<file path="src/rtl/mbx_pkg.sv">
package mbx_pkg;
  localparam int WORD_W      = 32;
  localparam int CMD_IOC_BIT = 8;
  localparam int CMD_SUB_LSB = 12;
  localparam int SUB_W       = 4;
  localparam int CODE_W      = 8;
  localparam int INIT_W      = 8;

  typedef struct packed {
    logic [7:0]        rsvd_hi;
    logic [CODE_W-1:0] code;
    logic [INIT_W-1:0] init;
    logic [SUB_W-1:0]  sub;
    logic              rsvd_lo;
    logic              ovr;
    logic              err;
    logic              busy;
  } mbx_status_t;
endpackage

</file>
<file path="src/rtl/mbx_ctrl.sv">
module mbx_ctrl
  import mbx_pkg::*;
(
  input  logic              clk,
  input  logic              rst,
  input  logic              cmd_wr,
  input  logic [WORD_W-1:0] cmd_word,
  input  logic              done_in,
  input  logic              done_err,
  input  logic [CODE_W-1:0] done_code,
  input  logic [INIT_W-1:0] done_init,
  output logic              accept,
  output logic              done_ok,
  output logic              busy,
  output mbx_status_t       status,
  output logic [WORD_W-1:0] cmd_q,
  output logic              doorbell,
  output logic              irq
);
  assign accept  = cmd_wr && !status.busy;
  assign done_ok = done_in && status.busy;
  assign busy    = status.busy;

  always_ff @(posedge clk) begin
    if (rst) begin
      status   <= '0;
      cmd_q    <= '0;
      doorbell <= 1'b0;
      irq      <= 1'b0;
    end else begin
      doorbell <= accept;
      irq      <= done_ok && cmd_q[CMD_IOC_BIT];
      if (accept) begin
        cmd_q       <= cmd_word;
        status.busy <= 1'b1;
        status.err  <= 1'b0;
        status.code <= '0;
        status.ovr  <= 1'b0;
        status.sub  <= cmd_word[CMD_SUB_LSB +: SUB_W];
      end else if (cmd_wr) begin
        status.ovr <= 1'b1;
      end
      if (done_ok) begin
        status.busy <= 1'b0;
        status.err  <= done_err;
        status.code <= done_code;
        status.init <= done_init;
      end
    end
  end

  assert_accept_sets_busy_R2: assert property (@(posedge clk) disable iff (rst)
    (cmd_wr && !status.busy) |=> (status.busy && doorbell));
  assert_doorbell_single_R2: assert property (@(posedge clk) disable iff (rst)
    doorbell |=> !doorbell);
  assert_cmd_hold_R3: assert property (@(posedge clk) disable iff (rst)
    (status.busy && $past(status.busy)) |-> $stable(cmd_q));
  assert_overrun_R4: assert property (@(posedge clk) disable iff (rst)
    (cmd_wr && status.busy) |=> (status.ovr && $stable(cmd_q) && !doorbell));
  assert_done_clears_R5: assert property (@(posedge clk) disable iff (rst)
    (done_in && status.busy) |=> !status.busy);
  assert_idle_done_ignored_R6: assert property (@(posedge clk) disable iff (rst)
    (done_in && !status.busy && !cmd_wr) |=> ($stable(status) && !irq));
  assert_irq_source_R7: assert property (@(posedge clk) disable iff (rst)
    irq |-> $past(done_in && status.busy && cmd_q[CMD_IOC_BIT]));
endmodule

</file>
<file path="src/rtl/mbx_wbuf.sv">
module mbx_wbuf
  import mbx_pkg::*;
#(
  parameter int WORDS = 4,
  localparam int IDX_W = (WORDS > 1) ? $clog2(WORDS) : 1
)(
  input  logic                    clk,
  input  logic                    rst,
  input  logic                    wr_en,
  input  logic [IDX_W-1:0]        widx,
  input  logic [WORD_W-1:0]       wdata,
  input  logic                    latch,
  input  logic                    busy,
  output logic [WORDS*WORD_W-1:0] payload
);
  for (genvar i = 0; i < WORDS; i++) begin : g_word
    logic [WORD_W-1:0] stage_q;
    logic [WORD_W-1:0] held_q;
    always_ff @(posedge clk) begin
      if (rst) begin
        stage_q <= '0;
        held_q  <= '0;
      end else begin
        if (wr_en && widx == IDX_W'(i)) stage_q <= wdata;
        if (latch) held_q <= stage_q;
      end
    end
    assign payload[i*WORD_W +: WORD_W] = held_q;
  end

  assert_payload_hold_R3: assert property (@(posedge clk) disable iff (rst)
    (busy && $past(busy)) |-> $stable(payload));
endmodule

</file>
<file path="src/rtl/mbx_rbuf.sv">
module mbx_rbuf
  import mbx_pkg::*;
#(
  parameter int WORDS = 4,
  localparam int IDX_W = (WORDS > 1) ? $clog2(WORDS) : 1
)(
  input  logic                    clk,
  input  logic                    rst,
  input  logic                    load,
  input  logic [WORDS*WORD_W-1:0] resp,
  input  logic [IDX_W-1:0]        rd_idx,
  output logic [WORD_W-1:0]       rd_word
);
  logic [WORD_W-1:0] store [WORDS];

  always_ff @(posedge clk) begin
    if (rst) begin
      for (int i = 0; i < WORDS; i++) store[i] <= '0;
    end else if (load) begin
      for (int i = 0; i < WORDS; i++) store[i] <= resp[i*WORD_W +: WORD_W];
    end
  end

  assign rd_word = store[rd_idx];
endmodule

</file>
<file path="src/rtl/hc_mailbox.sv">
module hc_mailbox
  import mbx_pkg::*;
#(
  parameter int ADDR_W   = 8,
  parameter int WORDS    = 4,
  parameter int CMD_OFS  = 'h00,
  parameter int STAT_OFS = 'h04,
  parameter int WBUF_OFS = 'h80,
  parameter int RBUF_OFS = 'h90,
  localparam int IDX_W   = (WORDS > 1) ? $clog2(WORDS) : 1,
  localparam int WA_W    = ADDR_W - 2,
  localparam int BUF_W   = WORDS * WORD_W
)(
  input  logic              clk,
  input  logic              rst,
  input  logic              h_wr_en,
  input  logic              h_rd_en,
  input  logic              h_rd_byte,
  input  logic [ADDR_W-1:0] h_addr,
  input  logic [WORD_W-1:0] h_wdata,
  output logic [WORD_W-1:0] h_rdata,
  output logic              h_irq,
  output logic              c_doorbell,
  output logic [WORD_W-1:0] c_cmd,
  output logic [BUF_W-1:0]  c_payload,
  input  logic              c_done,
  input  logic              c_err,
  input  logic [CODE_W-1:0] c_err_code,
  input  logic [INIT_W-1:0] c_init_id,
  input  logic [BUF_W-1:0]  c_resp
);
  logic [WA_W-1:0]   wa;
  int unsigned       wa_i;
  logic              is_cmd, is_stat, is_wb, is_rb;
  logic [IDX_W-1:0]  idx;
  logic              accept, done_ok, busy;
  mbx_status_t       status;
  logic [WORD_W-1:0] rb_word, rd_word, shifted;

  assign wa      = h_addr[ADDR_W-1:2];
  assign wa_i    = 32'(wa);
  assign is_cmd  = wa_i == CMD_OFS / 4;
  assign is_stat = wa_i == STAT_OFS / 4;
  assign is_wb   = (wa_i >= WBUF_OFS / 4) && (wa_i < WBUF_OFS / 4 + WORDS);
  assign is_rb   = (wa_i >= RBUF_OFS / 4) && (wa_i < RBUF_OFS / 4 + WORDS);
  assign idx     = wa[IDX_W-1:0];

  mbx_ctrl u_ctrl (
    .clk(clk), .rst(rst),
    .cmd_wr(h_wr_en && is_cmd), .cmd_word(h_wdata),
    .done_in(c_done), .done_err(c_err), .done_code(c_err_code), .done_init(c_init_id),
    .accept(accept), .done_ok(done_ok), .busy(busy), .status(status),
    .cmd_q(c_cmd), .doorbell(c_doorbell), .irq(h_irq)
  );

  mbx_wbuf #(.WORDS(WORDS)) u_wbuf (
    .clk(clk), .rst(rst),
    .wr_en(h_wr_en && is_wb), .widx(idx), .wdata(h_wdata),
    .latch(accept), .busy(busy), .payload(c_payload)
  );

  mbx_rbuf #(.WORDS(WORDS)) u_rbuf (
    .clk(clk), .rst(rst),
    .load(done_ok), .resp(c_resp), .rd_idx(idx), .rd_word(rb_word)
  );

  always_comb begin
    rd_word = '0;
    if (is_stat)    rd_word = status;
    else if (is_rb) rd_word = rb_word;
  end

  assign shifted = rd_word >> {h_addr[1:0], 3'b000};

  always_ff @(posedge clk) begin
    if (rst)          h_rdata <= '0;
    else if (h_rd_en) h_rdata <= h_rd_byte ? {24'b0, shifted[7:0]} : rd_word;
  end

  assert_rdata_hold_R9: assert property (@(posedge clk) disable iff (rst)
    !h_rd_en |=> $stable(h_rdata));
  assert_wo_read_zero_R9: assert property (@(posedge clk) disable iff (rst)
    (h_rd_en && (is_cmd || is_wb)) |=> (h_rdata == '0));
endmodule

</file>
<file path="config.mk">
export PLATFORM = sky130hd
export DESIGN_NAME = hc_mailbox
export DESIGN_NICKNAME = d
export VERILOG_FILES = /design/src/rtl/mbx_pkg.sv /design/src/rtl/mbx_ctrl.sv /design/src/rtl/mbx_wbuf.sv /design/src/rtl/mbx_rbuf.sv /design/src/rtl/hc_mailbox.sv
export SDC_FILE = /design/constraint.sdc
export NUM_CORES = 1
export LEC_CHECK = 0
export BUFFER_PORTS_ARGS = -buffer_cell sky130_fd_sc_hd__clkbuf_2
export CAP_MARGIN = 30
export CORE_MARGIN = 8
export CORE_UTILIZATION = 54
export CTS_CLUSTER_DIAMETER = 80
export DETAILED_ROUTE_END_ITERATION = 6
export GPL_ROUTABILITY_DRIVEN = 1
export PLACE_DENSITY = 0.8
export SLEW_MARGIN = 20
export SYNTH_ARGS = -nofsm -noshare
export SYNTH_HDL_FRONTEND = slang
export SYNTH_SLANG_ARGS = --single-unit
</file>
<file path="constraint.sdc">
create_clock -name clk -period 10.1 [get_ports clk]
set_clock_uncertainty 0.2 [all_clocks]
set_input_delay 0 -clock clk [delete_from_list [all_inputs] [get_ports clk]]
set_output_delay 0 -clock clk [all_outputs]
set_load 0.01 [all_outputs]
</file>
Word-level counts from Yosys, hierarchy flattened
Memory sizes are Yosys's and may differ from the RTL's.
Cells that the tools add are included.
{ "word_totals": {"elab_cells": 65, "memories": 1, "ram_bits": 128, "register_bits": 345, "output_inout_bits": 194, "inputBits": 191} }
{ "mem_list": {"columns": ["name", "depth", "width", "read_ports", "rd_clocked_by_memory_dff", "wr", "line_no", "source"], "rows": [
  ["u_rbuf.store", 4, 32, 1, 0, 4, "mbx_rbuf.sv:14", "logic [WORD_W-1:0] store [WORDS];"]
]} }
{ "op_classes": {"mux": 16, "bitwise": 4, "n_eq_ne": 4, "shifts": 1, "n_reduce_logical": 17, "order_cmp": 4} }
{ "ops": {"columns": ["cell", "count"], "rows": [
  ["two-way mux 32 bit", 7],
  ["zero test 32 bit", 1],
  ["right shift 32 x 5 -> 8 bit", 1],
  ["two-way mux 16 bit", 1],
  ["greater-or-equal comparator 6 bit, second input constant", 2],
  ["less-than comparator 6 bit, second input constant", 2],
  ["logical AND 1 bit", 11],
  ["two-way mux 8 bit", 1],
  ["equality test 6 x 1 -> 1 bit, second input constant", 1],
  ["two-way mux 1 bit", 5],
  ["equality test 2 bit, second input constant", 2],
  ["two-way mux 2 bit", 2],
  ["OR 1 bit", 4],
  ["OR reduction 2 bit", 2],
  ["equality test 2 x 1 -> 1 bit, second input constant", 1],
  ["zero test 2 bit", 1],
  ["nonzero test 2 bit", 1],
  ["zero test 1 bit", 1]
]} }

Depth between registers and ports, before layout
{ "depth": {"ltp_word": 6, "mapped_depth": 8, "mapped_depth_nobuf": 5} }

Modules after synthesis
A second synthesis with hierarchy kept.
{ "unflattened": {"hier_cells": 1672, "hier_area_um2": 19468.7} }
{ "modules_own_cells": {"columns": ["mod", "cells_per_inst", "instances", "seq_area_each_um2", "area_each_um2"], "rows": [
  ["mbx_wbuf", 867, 1, 5124.9, 9540.4],
  ["mbx_rbuf", 324, 1, 3843.7, 5904.4],
  ["mbx_ctrl", 242, 1, 1061.0, 2039.5],
  ["hc_mailbox", 239, 1, 640.6, 1984.4]
]} }

Worst setup path after synthesis
OpenSTA, ideal clock, no wires.
{ "synth_timing": {"kind": "flip-flop to flip-flop", "from": "register, netlist name u_ctrl.busy", "to": "memory u_rbuf.store[0][0], enable pin", "t_arrival_ps": 3362, "stages_incl_launch_ff": 4, "t_required_ps": 9418, "setup_slack_ps": 6057, "setup_ps": 482, "n_path_buf": 1, "cell_sequence": "dfxtp_1 -> clkbuf_1 -> a21oi_1 -> inv_1"} }
{ "synth_rtl": {"columns": ["item", "line_no"], "rows": [
  ["end: declaration", "mbx_rbuf.sv:14"]
]} }

==> run_results.csv <==
group,metric,value,unit
sta,fmax,0.306,GHz
power_and_ir_drop,ir_drop,101,uV
power_and_ir_drop,cellLeakagePower,0.00923,uW
worst_setup_path,rrSetupSlack,6.83,ns
sta,whs,0.0354,ns
worst_setup_path,cp.required,10.12,ns
place,globalplace.congestion,0.814,
cells_and_area,final_net_count,2254,
global_routing,grt_pass1_vias,14600,
logic_synthesis,synth-edff-count,128,
status,status,"completed",
sta,final.period_utilization,32.4,%
floorplan,row_count,65,
global_routing,antenna_found_initial,3,
cells_and_area,fill_cells,2008,
logic_synthesis,syn_area,17200,sq um
detailed_routing,antenna_left,0,
floorplan,io_pins,385,
logic_synthesis,syn_inst,1533,
sta,relSlewSlack,36.4,%
worst_setup_path,cp-end-kind,"flop",
power_and_ir_drop,p_per_area,169,nW/um^2
worst_setup_path,crit_type,"reg2reg",
worst_setup_path,cp_max_fo,47,
worst_setup_path,rr_worst_depth,5,
sta,tns,0,ns
cts,htreeDepth,2,
worst_setup_path,arrival,3.30,ns
worst_setup_path,reg2reg_from,"u_ctrl.busy",
logic_synthesis,synth_area_per_cell,11.2,sq um
cells_and_area,drive_gt1_share,24.8,%
cts,cts_buffers,46,
global_routing,grt_usage,28.2,%
floorplan,start_util,54.8,%
cells_and_area,area_delta_synth_final,32.5,%
sta,max_slew.worst_pin.slew,0.954,ns
cts,cts_tree,"done",
cells_and_area,final_core_util,72.6,%
floorplan,dieArea,37900,sq um
cts,cts_root_buf,"clkbuf_16",
global_routing,grt_pass1_wl,85200,um
worst_hold_path,min_from,"c_done",
logic_synthesis,ys_ff_latch,469,
detailed_routing,vias,14600,
floorplan,core,31500,sq um
detailed_routing,routed_wl,56100,um
sta,rsz0062_at_grt,"no",
logic_synthesis,yosys_warnings,0,
floorplan,die_h,195,um
detailed_routing,drc,0,
worst_setup_path,critPathLaunchType,"flop",
sta,period_minus_slack,3.27,ns
place,placedCellCount,2209,
global_routing,grt_max_degree,138,
detailed_routing,dr.pass1.iters,5,
cts,cts.clk_slew.worst_paths,0.07,ns
worst_setup_path,timing.rr.end,"u_rbuf.store[1][4]",
sta,setup_viol,0,
logic_synthesis,yosysSeqAreaShare,61.9,%
logic_synthesis,ys_types,40,
floorplan,die_w,195,um
cells_and_area,fin_cells,2504,
worst_hold_path,min_to,"u_ctrl.status[13]",
run,maxCapViolCount,0,
logic_synthesis,synthesis.nets,1724,
global_routing,grt_overflow_total,0,
cts,cts.sinks,469,
cts,clockBufferDepth,3,
power_and_ir_drop,fin_total_pwr,3860,uW
place,place.port_buffers,384,
detailed_routing,routedWlPerCell,22.4,um
place,dp_hpwl,33200,um
logic_synthesis,async_flop_share,0,%
logic_synthesis,synthFlopType,"dfxtp_1",
worst_hold_path,holdPathStages,3,
detailed_routing,drt-initial-drc-count,1440,
detailed_routing,viasPerCell,5.82,
sta,finalMaxSlewViolations,0,
sta,hold_violations,0,
worst_hold_path,min_path_type,"in2reg",
cts,clock_latency,0.55,ns
kinds of logic (layout without fill, tap and decap cells):
family | Yosys count | count (layout) | synth area share (%)
other | 0 | 4 | 0
AND/OR/NAND/NOR | 495 | 495 | 13.5
flip-flops | 469 | 469 | 61.9
AO/OA/AOI/OAI | 392 | 392 | 16.2
buffers and inverters | 132 | 697 | 3.38
multiplexers | 45 | 45 | 4.99
registers in the layout (all words and copies together), names as in the netlist:
name and count:
h_rdata 32, u_ctrl.busy 1, u_ctrl.cmd_q 32, u_ctrl.doorbell 1
u_ctrl.irq 1, u_ctrl.status 18, u_rbuf.store 128, u_wbuf.g_word.held_q 128
u_wbuf.g_word.stage_q 128
per-stage QoR:
step / cell area, sq um / setup WS, ns
after detailed placement: 19300 / 6.74
after global placement: 19300 / 6.90
after floorplan: 17200 / 6.06
after CTS: 22800 / 6.72
after global routing: 22800 / 6.69
final: 22800 / 6.83
synthesized netlist by cell type (4+ instances only):
master      n  area (sq um)
a22o_1    180          1580
a21oi_1   149           746
nand2b_1    4          25.0
mux4_2     32           721
a22oi_1    15           113
buf_2      22           110
mux2_2      7          78.8
nand2_1   281          1050
edfxtp_1  128          3840
a21boi_0    6          45.0
nor2_1     35           131
buf_4      16           120
a32oi_1    12           105
nor3_1      5          25.0
a221o_1     5          50.1
nand3_1    14          70.1
mux2i_1     6          60.1
o21ai_0     9          45.0
and2_1    131           820
nand4_1     5          31.3
nand3b_1   10          75.1
o211ai_1    6          45.0
clkbuf_1   89           334
a31oi_1     5          31.3
dfxtp_1   341          6830
placed cells by master, fill, tap and decap left out, types with 2 or more instances in the layout:
master	synthesis	routed
nand2b_1	4	4
clkbuf_1	89	16
dlygate4sd3_1	0	204
clkinv_2	0	6
o21ai_0	9	9
a221o_1	5	5
a22o_1	180	180
a21oi_1	149	149
buf_16	0	2
a22oi_1	15	15
edfxtp_1	128	128
mux2i_1	6	6
diode_2	0	4
clkbuf_2	0	384
nor2_4	0	2
nor2_1	35	33
and2_1	131	130
clkbuf_8	0	7
o22ai_1	2	2
mux4_2	32	32
and3_1	2	2
nor3_1	5	5
nand3_1	14	14
nand3b_1	10	10
o211ai_1	6	6
and3b_1	2	2
a32oi_1	12	12
buf_4	16	20
a21boi_0	6	6
a31oi_1	5	5
mux2_2	7	7
nand4_1	5	5
clkinv_1	1	2
clkbuf_16	0	47
nand2_1	281	281
dfxtp_1	341	341
critical path, stage by stage (launching register included):
cell     delay [ns]
dfxtp_1        0.80
a21oi_1        0.30
buf_4          0.27
inv_4          0.42
buf_4          0.58
buf_12         0.31
layout make-up:
| type | instances | area (sq um) | share of cell area (%) |
|---|---|---|---|
| antenna | 4 | 10.0 | 0.0438 |
| clock buffer | 71 | 1340 | 5.85 |
| clock inverter | 12 | 111 | 0.487 |
| inverter | 3 | 13.8 | 0.0602 |
| multi-input combinational | 932 | 6010 | 26.3 |
| sequential | 469 | 10700 | 46.7 |
| tap | 402 | 503 | 2.20 |
| timing repair buffer | 611 | 4200 | 18.4 |
report_power, final:
group	internal, uW	switching, uW
clock	943	719
sequential	1950	10.7
combinational	110	122
per-layer routing:
metal / up-vias / track usage, % / part of all wire (%)
met2: 849 / 47.2 / 48
met1: 7008 / 34.4 / 38
li1: 6554 / - / -
met3: 171 / 7.03 / 9.5
met5: - / 0 / 0
met4: 0 / 11.7 / 4.2
worst max-delay path by stage:
stage,endpoint,startpoint,slack (ns)
after global placement,u_rbuf.store[0][7],u_ctrl.busy,6.90
after global routing,u_rbuf.store[1][8],u_ctrl.busy,6.69
after detailed placement,u_rbuf.store[1][7],u_ctrl.busy,6.74
after CTS,u_rbuf.store[0][26],u_ctrl.busy,6.72
after floorplan,u_rbuf.store[0][0],u_ctrl.busy,6.06
final,u_rbuf.store[1][4],u_ctrl.busy,6.83
what timing repair did:
item | 4_1_cts | 5_1_grt
setup buffers | 0 | 0
endpoints found under the hold margin | 339 | 0
hold buffers | 204 | 0
resized for setup | 0 | 0
(Power assumes the default switching activity.)
